[src/rtl/phsh_pkg.sv]
package phsh_pkg;
  // Default geometry of the reference phase shifter.
  parameter int unsigned PHSH_TAP_W_DEF = 8;
  parameter int unsigned PHSH_SYNC_DEF  = 2;

  // Number of selectable delay positions for a given tap select width.
  function automatic int unsigned phsh_positions(input int unsigned tap_w);
    return 32'd1 << tap_w;
  endfunction

  // Number of physical delay stages: position 0 is the undelayed signal.
  function automatic int unsigned phsh_line_len(input int unsigned tap_w);
    return (32'd1 << tap_w) - 32'd1;
  endfunction
endpackage

[src/rtl/phsh_sync.sv]
module phsh_sync #(
  parameter int unsigned STAGES = 2
) (
  input  logic clk,
  input  logic rst_n,
  input  logic din,
  output logic dout
);
  generate
    if (STAGES <= 1) begin : g_single
      logic q;
      logic q_nxt;
      always_comb begin
        q_nxt = din;
      end
      always_ff @(posedge clk or negedge rst_n) begin
        if (!rst_n) q <= 1'b0;
        else        q <= q_nxt;
      end
      assign dout = q;
    end else begin : g_chain
      logic [STAGES-1:0] q;
      logic [STAGES-1:0] q_nxt;
      always_comb begin
        q_nxt = {q[STAGES-2:0], din};
      end
      always_ff @(posedge clk or negedge rst_n) begin
        if (!rst_n) q <= '0;
        else        q <= q_nxt;
      end
      assign dout = q[STAGES-1];
    end
  endgenerate
endmodule

[src/rtl/phsh_coef_reg.sv]
module phsh_coef_reg #(
  parameter int unsigned COEF_W = 9
) (
  input  logic              clk,
  input  logic              rst_n,
  input  logic [COEF_W-1:0] coef_d,
  output logic [COEF_W-1:0] coef_q
);
  // Coefficient is reloaded on every edge; the load enable is constant.
  logic              load_en;
  logic [COEF_W-1:0] coef_nxt;

  assign load_en = 1'b1;

  always_comb begin
    coef_nxt = coef_q;
    if (load_en) coef_nxt = coef_d;
  end

  always_ff @(posedge clk or negedge rst_n) begin
    if (!rst_n) coef_q <= '0;
    else        coef_q <= coef_nxt;
  end
endmodule

[src/rtl/phsh_delay_line.sv]
module phsh_delay_line #(
  parameter int unsigned LEN = 255
) (
  input  logic           clk,
  input  logic           rst_n,
  input  logic           din,
  output logic [LEN-1:0] stages
);
  logic [LEN-1:0] stages_nxt;
  logic           shift_en;

  assign shift_en = 1'b1;

  generate
    if (LEN == 1) begin : g_one
      always_comb begin
        stages_nxt = stages;
        if (shift_en) stages_nxt = din;
      end
    end else begin : g_many
      always_comb begin
        stages_nxt = stages;
        if (shift_en) stages_nxt = {stages[LEN-2:0], din};
      end
    end
  endgenerate

  always_ff @(posedge clk or negedge rst_n) begin
    if (!rst_n) stages <= '0;
    else        stages <= stages_nxt;
  end
endmodule

[src/rtl/phsh_tap_sel.sv]
module phsh_tap_sel #(
  parameter int unsigned TAP_W = 8,
  localparam int unsigned POS  = 1 << TAP_W,
  localparam int unsigned LEN  = POS - 1
) (
  input  logic             undelayed,
  input  logic [LEN-1:0]   stages,
  input  logic [TAP_W-1:0] sel,
  output logic             tapped
);
  // Position 0 is the undelayed input, position k is stage k-1.
  logic [POS-1:0] positions;

  assign positions = {stages, undelayed};

  always_comb begin
    tapped = positions[sel];
  end
endmodule

[src/rtl/ref_phase_shifter.sv]
module ref_phase_shifter #(
  parameter int unsigned TAP_W       = phsh_pkg::PHSH_TAP_W_DEF,
  parameter int unsigned SYNC_STAGES = phsh_pkg::PHSH_SYNC_DEF,
  localparam int unsigned COEF_W     = TAP_W + 1,
  localparam int unsigned LINE_LEN   = phsh_pkg::phsh_line_len(TAP_W)
) (
  input  logic              clk_fast,
  input  logic              rst_n,
  input  logic              ref_in,
  input  logic [COEF_W-1:0] coef_in,
  output logic              ref_out
);
  logic                ref_sync;
  logic [COEF_W-1:0]   coef_q;
  logic [LINE_LEN-1:0] line_q;
  logic                tap_bit;
  logic                invert;
  logic [TAP_W-1:0]    tap_sel;
  logic                out_nxt;

  phsh_sync #(.STAGES(SYNC_STAGES)) u_sync (
    .clk  (clk_fast),
    .rst_n(rst_n),
    .din  (ref_in),
    .dout (ref_sync)
  );

  phsh_coef_reg #(.COEF_W(COEF_W)) u_coef (
    .clk   (clk_fast),
    .rst_n (rst_n),
    .coef_d(coef_in),
    .coef_q(coef_q)
  );

  phsh_delay_line #(.LEN(LINE_LEN)) u_line (
    .clk   (clk_fast),
    .rst_n (rst_n),
    .din   (ref_sync),
    .stages(line_q)
  );

  assign tap_sel = coef_q[TAP_W-1:0];
  assign invert  = coef_q[COEF_W-1];

  phsh_tap_sel #(.TAP_W(TAP_W)) u_tap (
    .undelayed(ref_sync),
    .stages   (line_q),
    .sel      (tap_sel),
    .tapped   (tap_bit)
  );

  // Inversion sits after the tap multiplexer.
  always_comb begin
    out_nxt = tap_bit ^ invert;
  end

  always_ff @(posedge clk_fast or negedge rst_n) begin
    if (!rst_n) ref_out <= 1'b0;
    else        ref_out <= out_nxt;
  end
endmodule

[config.mk]
export PLATFORM = sky130hd
export DESIGN_NAME = ref_phase_shifter
export DESIGN_NICKNAME = d
export VERILOG_FILES = /design/src/rtl/phsh_pkg.sv /design/src/rtl/phsh_sync.sv /design/src/rtl/phsh_coef_reg.sv /design/src/rtl/phsh_delay_line.sv /design/src/rtl/phsh_tap_sel.sv /design/src/rtl/ref_phase_shifter.sv
export SDC_FILE = /design/constraint.sdc
export NUM_CORES = 1
export LEC_CHECK = 0
export ABC_AREA = 1
export ABC_CLOCK_PERIOD_IN_PS = 2720
export BUFFER_PORTS_ARGS = -buffer_cell sky130_fd_sc_hd__buf_2
export CAP_MARGIN = 25
export CORE_ASPECT_RATIO = 0.5
export CORE_UTILIZATION = 60
export DETAILED_ROUTE_END_ITERATION = 16
export PLACE_DENSITY = 0.75
export SETUP_SLACK_MARGIN = 0.05
export SLEW_MARGIN = 20
export SYNTH_ARGS = -nofsm -noshare
export SYNTH_HDL_FRONTEND = slang
export SYNTH_SLANG_ARGS = --single-unit
[constraint.sdc]
create_clock -name clk_fast -period 2.72 [get_ports clk_fast]
set_input_delay 0.136 -clock clk_fast [delete_from_list [all_inputs] [get_ports clk_fast]]
set_output_delay 0.136 -clock clk_fast [all_outputs]
set_load 0.02 [all_outputs]
==> results_dict.tcl, run 1 <==
set metrics [dict create \
    clk_pin_slew_ns 0.07 \
    post_synth_inst_count 849 \
    clockRootBuffer "clkbuf_16" \
    grt_antenna_before_repair 1 \
    cts.sinks 267 \
    post_synth.cell_area_avg_um2 11.0 \
    timing.critical_path.fanout_max 128 \
    report.final.setup_viol 0 \
    critPathLaunchType "register" \
    worst-endpoint-arrival_ns 2.65 \
    timing_worst_setup_path_type "reg2reg" \
    synthToLayoutAreaGrowth_pct 11.5 \
    final_clock_period_utilization_by_the_worst_path 0.828 \
    grt_setup_unrepaired "no" \
    via_count_of_the_first_global_routing_pass 6330 \
    dieWidth_um 178 \
    commonest_non_fill_non_tap_cells_in_the_layout "nand2_1 (275), dfrtp_1 (265), nand3_1 (246)" \
    peakVddDrop_mv 0.468 \
    netlist_area_before_placement_um2 9310 \
    port_buffers 12 \
    net_total_in_the_final_layout 873 \
    die_area_um2 16000 \
    wl_per_cell_um 17.9 \
    synth_cell_type_count 11 \
    gr-total-overflow 0 \
    synth_top_area_share 0.718 \
    fp-row-count 31 \
    cts_inserted_buffers 22 \
    dp_hpwl_mm 9.98 \
    max_slew_headroom_at_the_worst_pin 0.472 \
    fp.coreArea_um2 14800 \
    drt-pass1-iter-count 4 \
    powerDensity_nw_per_um2 744 \
    finalSetupTns_ns 0 \
    detail_route.iter0.violations 530 \
    routed_wirelength_mm 19.2 \
    grt_start_max_net_pins 129 \
    drc_errors 0 \
    clk_latency_ns 0.51 \
    slew_violations 0 \
    top_level_pins 13 \
    max-clock-path-buffers 3 \
    worst_slew_pin_slew_ns 0.792 \
    tritoncts "built" \
    synth_top_cells_by_area "dfrtp_1 (72%), nand3_1 (13%), nand2_1 (11%)" \
    vias_per_cell 5.62 \
    initial_core_util 0.628 \
    fp.dieH_um 90.1 \
    fin_crit_ns 2.25 \
    synth_largest_area_cell "dfrtp_1" \
    dr_total_vias 6050 \
    synth.ff_latch_count 267 \
    status "finished, final reports clean" \
    globalRouteTotalUtil 0.264 \
    static-leakage-power_nw 5.05 \
    finalHoldViolations 0 \
    ys.warnings.count 0 \
    syn_nets 861 \
    holdWs_ns 0.201 \
    min-delay-path-class "in2async" \
    final_layout_size_suffix_gt1_frac 0.0753 \
    critical_path.endpoint_type "register" \
    required_ns 3.12 \
    max_cap_violations 0 \
    count_of_antenna_violating_nets_left_after_detailed_routing 0 \
    max_freq_mhz 444 \
    finClkSkew_ns 0.0153 \
    synth-seq-area-share 0.718 \
    grt_pass1_wl_mm 33.0 \
    layout_commonest_cell "nand2_1" \
    globalplace.congestion 0.797 \
    htree_num_levels 1 \
]
[critical path, cell delays in order (launching register included)]
cell	delay [ns]
dfrtp_4	0.44
buf_12	0.38
nand2_1	0.15
nand3_1	0.13
nand3_1	0.09
nand3_1	0.10
nand3_1	0.08
nand2_1	0.19
nand2_1	0.09
nand3_1	0.09
nand3_1	0.09
nand3_1	0.09
nand2_1	0.05
[synthesized netlist by cell type]
master / count
buf_1: 4
buf_2: 12
buf_4: 25
buf_6: 3
clkbuf_1: 8
dfrtp_1: 267
inv_1: 6
inv_2: 2
nand2_1: 275
nand3_1: 246
nand3b_1: 1
[stage by stage]
| step | util | cell area [um^2] | setup slack [ns] | total power, mW | std cells |
|---|---|---|---|---|---|
| after floorplan | - | 9310 | 1.15 | 4.36 | 849 |
| after global placement | 0.643 | 9520 | 0.597 | 4.53 | 1024 |
| after detailed placement | 0.643 | 9520 | 0.605 | 4.54 | 1024 |
| after CTS | 0.700 | 10400 | 0.558 | 7.78 | 1075 |
| after global routing | 0.700 | 10400 | 0.256 | 8.03 | 1075 |
| final | 0.700 | 10400 | 0.467 | 7.73 | 1076 |
[final timing paths]
kind                                          startpoint                       endpoint  slack, ns  cells past startpoint
max                           u_coef.coef_q[0]$_DFF_PN0_              ref_out$_DFF_PN0_       0.47                     12
min reg2reg                u_sync.g_chain.q[0]$_DFF_PN0_  u_sync.g_chain.q[1]$_DFF_PN0_       0.36                      0
max in group asynchronous                          rst_n   u_line.stages[250]$_DFF_PN0_       1.68                      3
max reg2reg                   u_coef.coef_q[0]$_DFF_PN0_              ref_out$_DFF_PN0_       0.47                     12
min                                                rst_n   u_line.stages[130]$_DFF_PN0_       0.20                      2
min in group clk_fast                         coef_in[5]     u_coef.coef_q[5]$_DFF_PN0_       0.26                      2
[cell type report]
class	count	area [um^2]
Inverter	8	31.3
Clock buffer	32	618
Antenna cell	1	2.50
Fill cell	1024	4440
Sequential cell	267	6690
Tap cell	198	248
Multi-Input combinational cell	522	2270
Clock inverter	8	126
Timing Repair Buffer	40	395
[power breakdown]
group | switching [mW] | internal [mW] | total, mW
clock | 1.37 | 1.87 | 3.25
combinational | 0.306 | 0.128 | 0.434
sequential | 0.0287 | 4.02 | 4.04
[state kept, by name, summed over array words and instances (netlist names)]
| signal | cells |
|---|---|
| ref_out | 1 |
| u_coef.coef_q | 9 |
| u_line.stages | 255 |
| u_sync.g_chain.q | 2 |
[layer usage]
layer | GRT usage | up-vias | wire length (um)
met3 | 0.0656 | 36 | 1510
met2 | 0.381 | 205 | 8720
met1 | 0.405 | 3001 | 8690
li1 | - | 2808 | -
met5 | 0 | - | 0
met4 | 0.0684 | 0 | 331
[logic make-up after synthesis]
| family | synth area share |
|---|---|
| simple gates | 0.244 |
| buf+inv | 0.0383 |
| flops | 0.718 |
[repair_timing]
action	CTS	global route
hold buffers	11	0
setup buffers	0	0
resized for setup	0	0
hold endpoints to repair	96	0
(Power assumes the default switching activity.)
==> run 2, diff against run 1 <==
ABC_CLOCK_PERIOD_IN_PS = 2100   (was 2720)
clock period = 2.1 ns   (was 2.72 ns; I/O delays follow)
==> run 2 against run 1 <==
Against the previous run: clock skew down 0.0096 ns; fmax grew 15%; design area rose by 1.3%; global-route usage decreased by 0.23 points; non-clock buffer count rose by 9; wire length is 2.9% higher; count of clock-buffer cells in the layout rose by 1; clock power is 25% higher; highest routed layer unchanged.
==> results_dict.tcl, run 2 (synthesized netlist as in run 1, its figures left out) <==
set metrics [dict create \
    status "finished, final reports clean" \
    grt_antenna_before_repair 0 \
    critical_path.endpoint_type "register" \
    worst-endpoint-arrival_ns 2.35 \
    powerDensity_nw_per_um2 941 \
    grt_start_max_net_pins 78 \
    timing.critical_path.fanout_max 30 \
    port_buffers 12 \
    htree_num_levels 1 \
    critPathBufInv 2 \
    top_register "u_line.stages" \
    critical_path.top_delay_family "simple AND/OR/NAND/NOR gates" \
    drc_errors 0 \
    finalSetupTns_ns 0 \
    final_layout_size_suffix_gt1_frac 0.0881 \
    tritoncts "built" \
    final_clock_period_utilization_by_the_worst_path 0.929 \
    die_area_um2 16000 \
    routed_wirelength_mm 19.8 \
    finClkSkew_ns 0.00575 \
    commonest_non_fill_non_tap_cells_in_the_layout "nand2_1 (275), dfrtp_1 (265), nand3_1 (246)" \
    globalRouteTotalUtil 0.262 \
    net_total_in_the_final_layout 882 \
    cp_cell_sequence "inv_6, buf_12, nand2_1, nand3_1, nand3_1, nand3_1, nand3_1, nand2_1, nand2_1, nand3_1, nand3_1, nand3_1, nand2_1" \
    max_slew_headroom_at_the_worst_pin 0.599 \
    switching_power_mw 2.24 \
    fp.dieH_um 90.1 \
    detail_route.iter0.violations 657 \
    clk_pin_slew_ns 0.07 \
    finalWorstSetupSlack_ns 0.149 \
    p_clk_frac 0.409 \
    critPathSlowestCell "dfrtp_4" \
    max_cap_violations 0 \
    timing_worst_setup_path_type "reg2reg" \
    delay_of_the_slowest_critical_path_stage_ns 0.53 \
    total_of_fill_cells_in_the_finished_design 1006 \
    required_ns 2.50 \
    vias_per_cell 5.72 \
    drt-pass1-iter-count 5 \
    comb_power_share 0.060 \
    globalplace.congestion 0.785 \
    switching_share 0.227 \
    dp_slack_ns 0.150 \
    fp.coreArea_um2 14800 \
    max_freq_mhz 513 \
    place.detailed.instances 1032 \
    via_count_of_the_first_global_routing_pass 6361 \
    top_regs "u_line.stages: 255 flops, u_coef.coef_q: 9 flops, u_sync.g_chain.q: 2 flops" \
    clockRootBuffer "clkbuf_16" \
    grt_setup_unrepaired "no" \
    grt_pass1_wl_mm 32.9 \
    antenna_cells_inserted 0 \
    cts_inserted_buffers 22 \
    max-clock-path-buffers 3 \
    peakVddDrop_mv 0.532 \
    count_of_antenna_violating_nets_left_after_detailed_routing 0 \
    dieWidth_um 178 \
    seq_power_share 0.530 \
    min-delay-path-class "in2async" \
    final_cell_count_no_fill 1083 \
    dr_total_vias 6200 \
    fin_crit_ns 1.95 \
    largest_register_ffs 255 \
    worst_slew_pin_slew_ns 0.602 \
    intPower_mw 7.65 \
    wl_per_cell_um 18.3 \
    gr-total-overflow 0 \
    report.power.total_mw 9.89 \
    critPathLaunchType "register" \
    report.final.setup_viol 0 \
    synthToLayoutAreaGrowth_pct 12.9 \
    clk_latency_ns 0.50 \
    layout_commonest_cell "nand2_1" \
    fp-row-count 31 \
    top_level_pins 13 \
    finalHoldViolations 0 \
    static-leakage-power_nw 5.12 \
    slew_violations 0 \
    dp_hpwl_mm 10.5 \
    initial_core_util 0.628 \
    crit_path_frequent_cell "nand3_1" \
    cts.sinks 267 \
]
-- run 2: cell count changes in the layout (fill, tap and decap cells not counted), moves of 2 or more --
cell | before | now
clkbuf_1 | 7 | 3
clkbuf_16 | 22 | 24
clkbuf_8 | 3 | 7
buf_12 | 7 | 12
bufinv_16 | 3 | 0
-- run 2: area by class of cell --
cell class,count,area [um^2],area share
Sequential cell,267,6690,0.636
Timing Repair Buffer,49,554,0.0527
Inverter,8,35.0,0.00333
Multi-Input combinational cell,522,2270,0.216
Tap cell,198,248,0.0236
Clock inverter,6,32.5,0.00310
Clock buffer,33,683,0.0650
-- run 2: metrics by stage --
| step | utilization | hold WS [ns] | area, um^2 |
|---|---|---|---|
| floorplan | - | -0.191 | 9310 |
| global placement | 0.651 | 0.120 | 9640 |
| detailed placement | 0.651 | 0.123 | 9640 |
| CTS | 0.707 | 0.178 | 10500 |
| global route | 0.709 | 0.188 | 10500 |
| finish | 0.709 | 0.152 | 10500 |
-- run 2: power by group through the flow --
stage / clock, mW / sequential, mW / combinational (mW)
2_1_floorplan: 0 / 5.33 / 0.322
3_3_place_gp: 0 / 5.34 / 0.559
3_5_place_dp: 0 / 5.34 / 0.567
4_1_cts: 4.09 / 5.24 / 0.592
5_1_grt: 4.31 / 5.25 / 0.662
6_report: 4.05 / 5.24 / 0.597
-- run 2: timing repair --
item,in CTS,in global routing
hold endpoints to repair,81,0
setup endpoints to repair,0,1
hold buffers,11,0
setup buffers,0,0
resized for setup,0,5
-- run 2: per-layer routing --
layer  part of all wire  vias up  track usage
met5                  0        -            0
met4              0.016        0       0.0655
met2               0.46      207        0.392
met3              0.068       36       0.0474
li1                   -     2828            -
met1               0.46     3129        0.402
-- run 2: worst paths after layout --
path                                                     from                             to  slack (ns)  cells after the start
worst max-delay path               u_coef.coef_q[0]$_DFF_PN0_              ref_out$_DFF_PN0_        0.15                     13
worst min-delay path                                    rst_n   u_line.stages[108]$_DFF_PN0_        0.15                      2
worst max register to register     u_coef.coef_q[0]$_DFF_PN0_              ref_out$_DFF_PN0_        0.15                     13
worst min register to register  u_sync.g_chain.q[0]$_DFF_PN0_  u_sync.g_chain.q[1]$_DFF_PN0_        0.37                      0
max in group asynchronous                               rst_n   u_line.stages[222]$_DFF_PN0_        1.11                      3
min in group clk_fast                              coef_in[3]     u_coef.coef_q[3]$_DFF_PN0_        0.23                      2
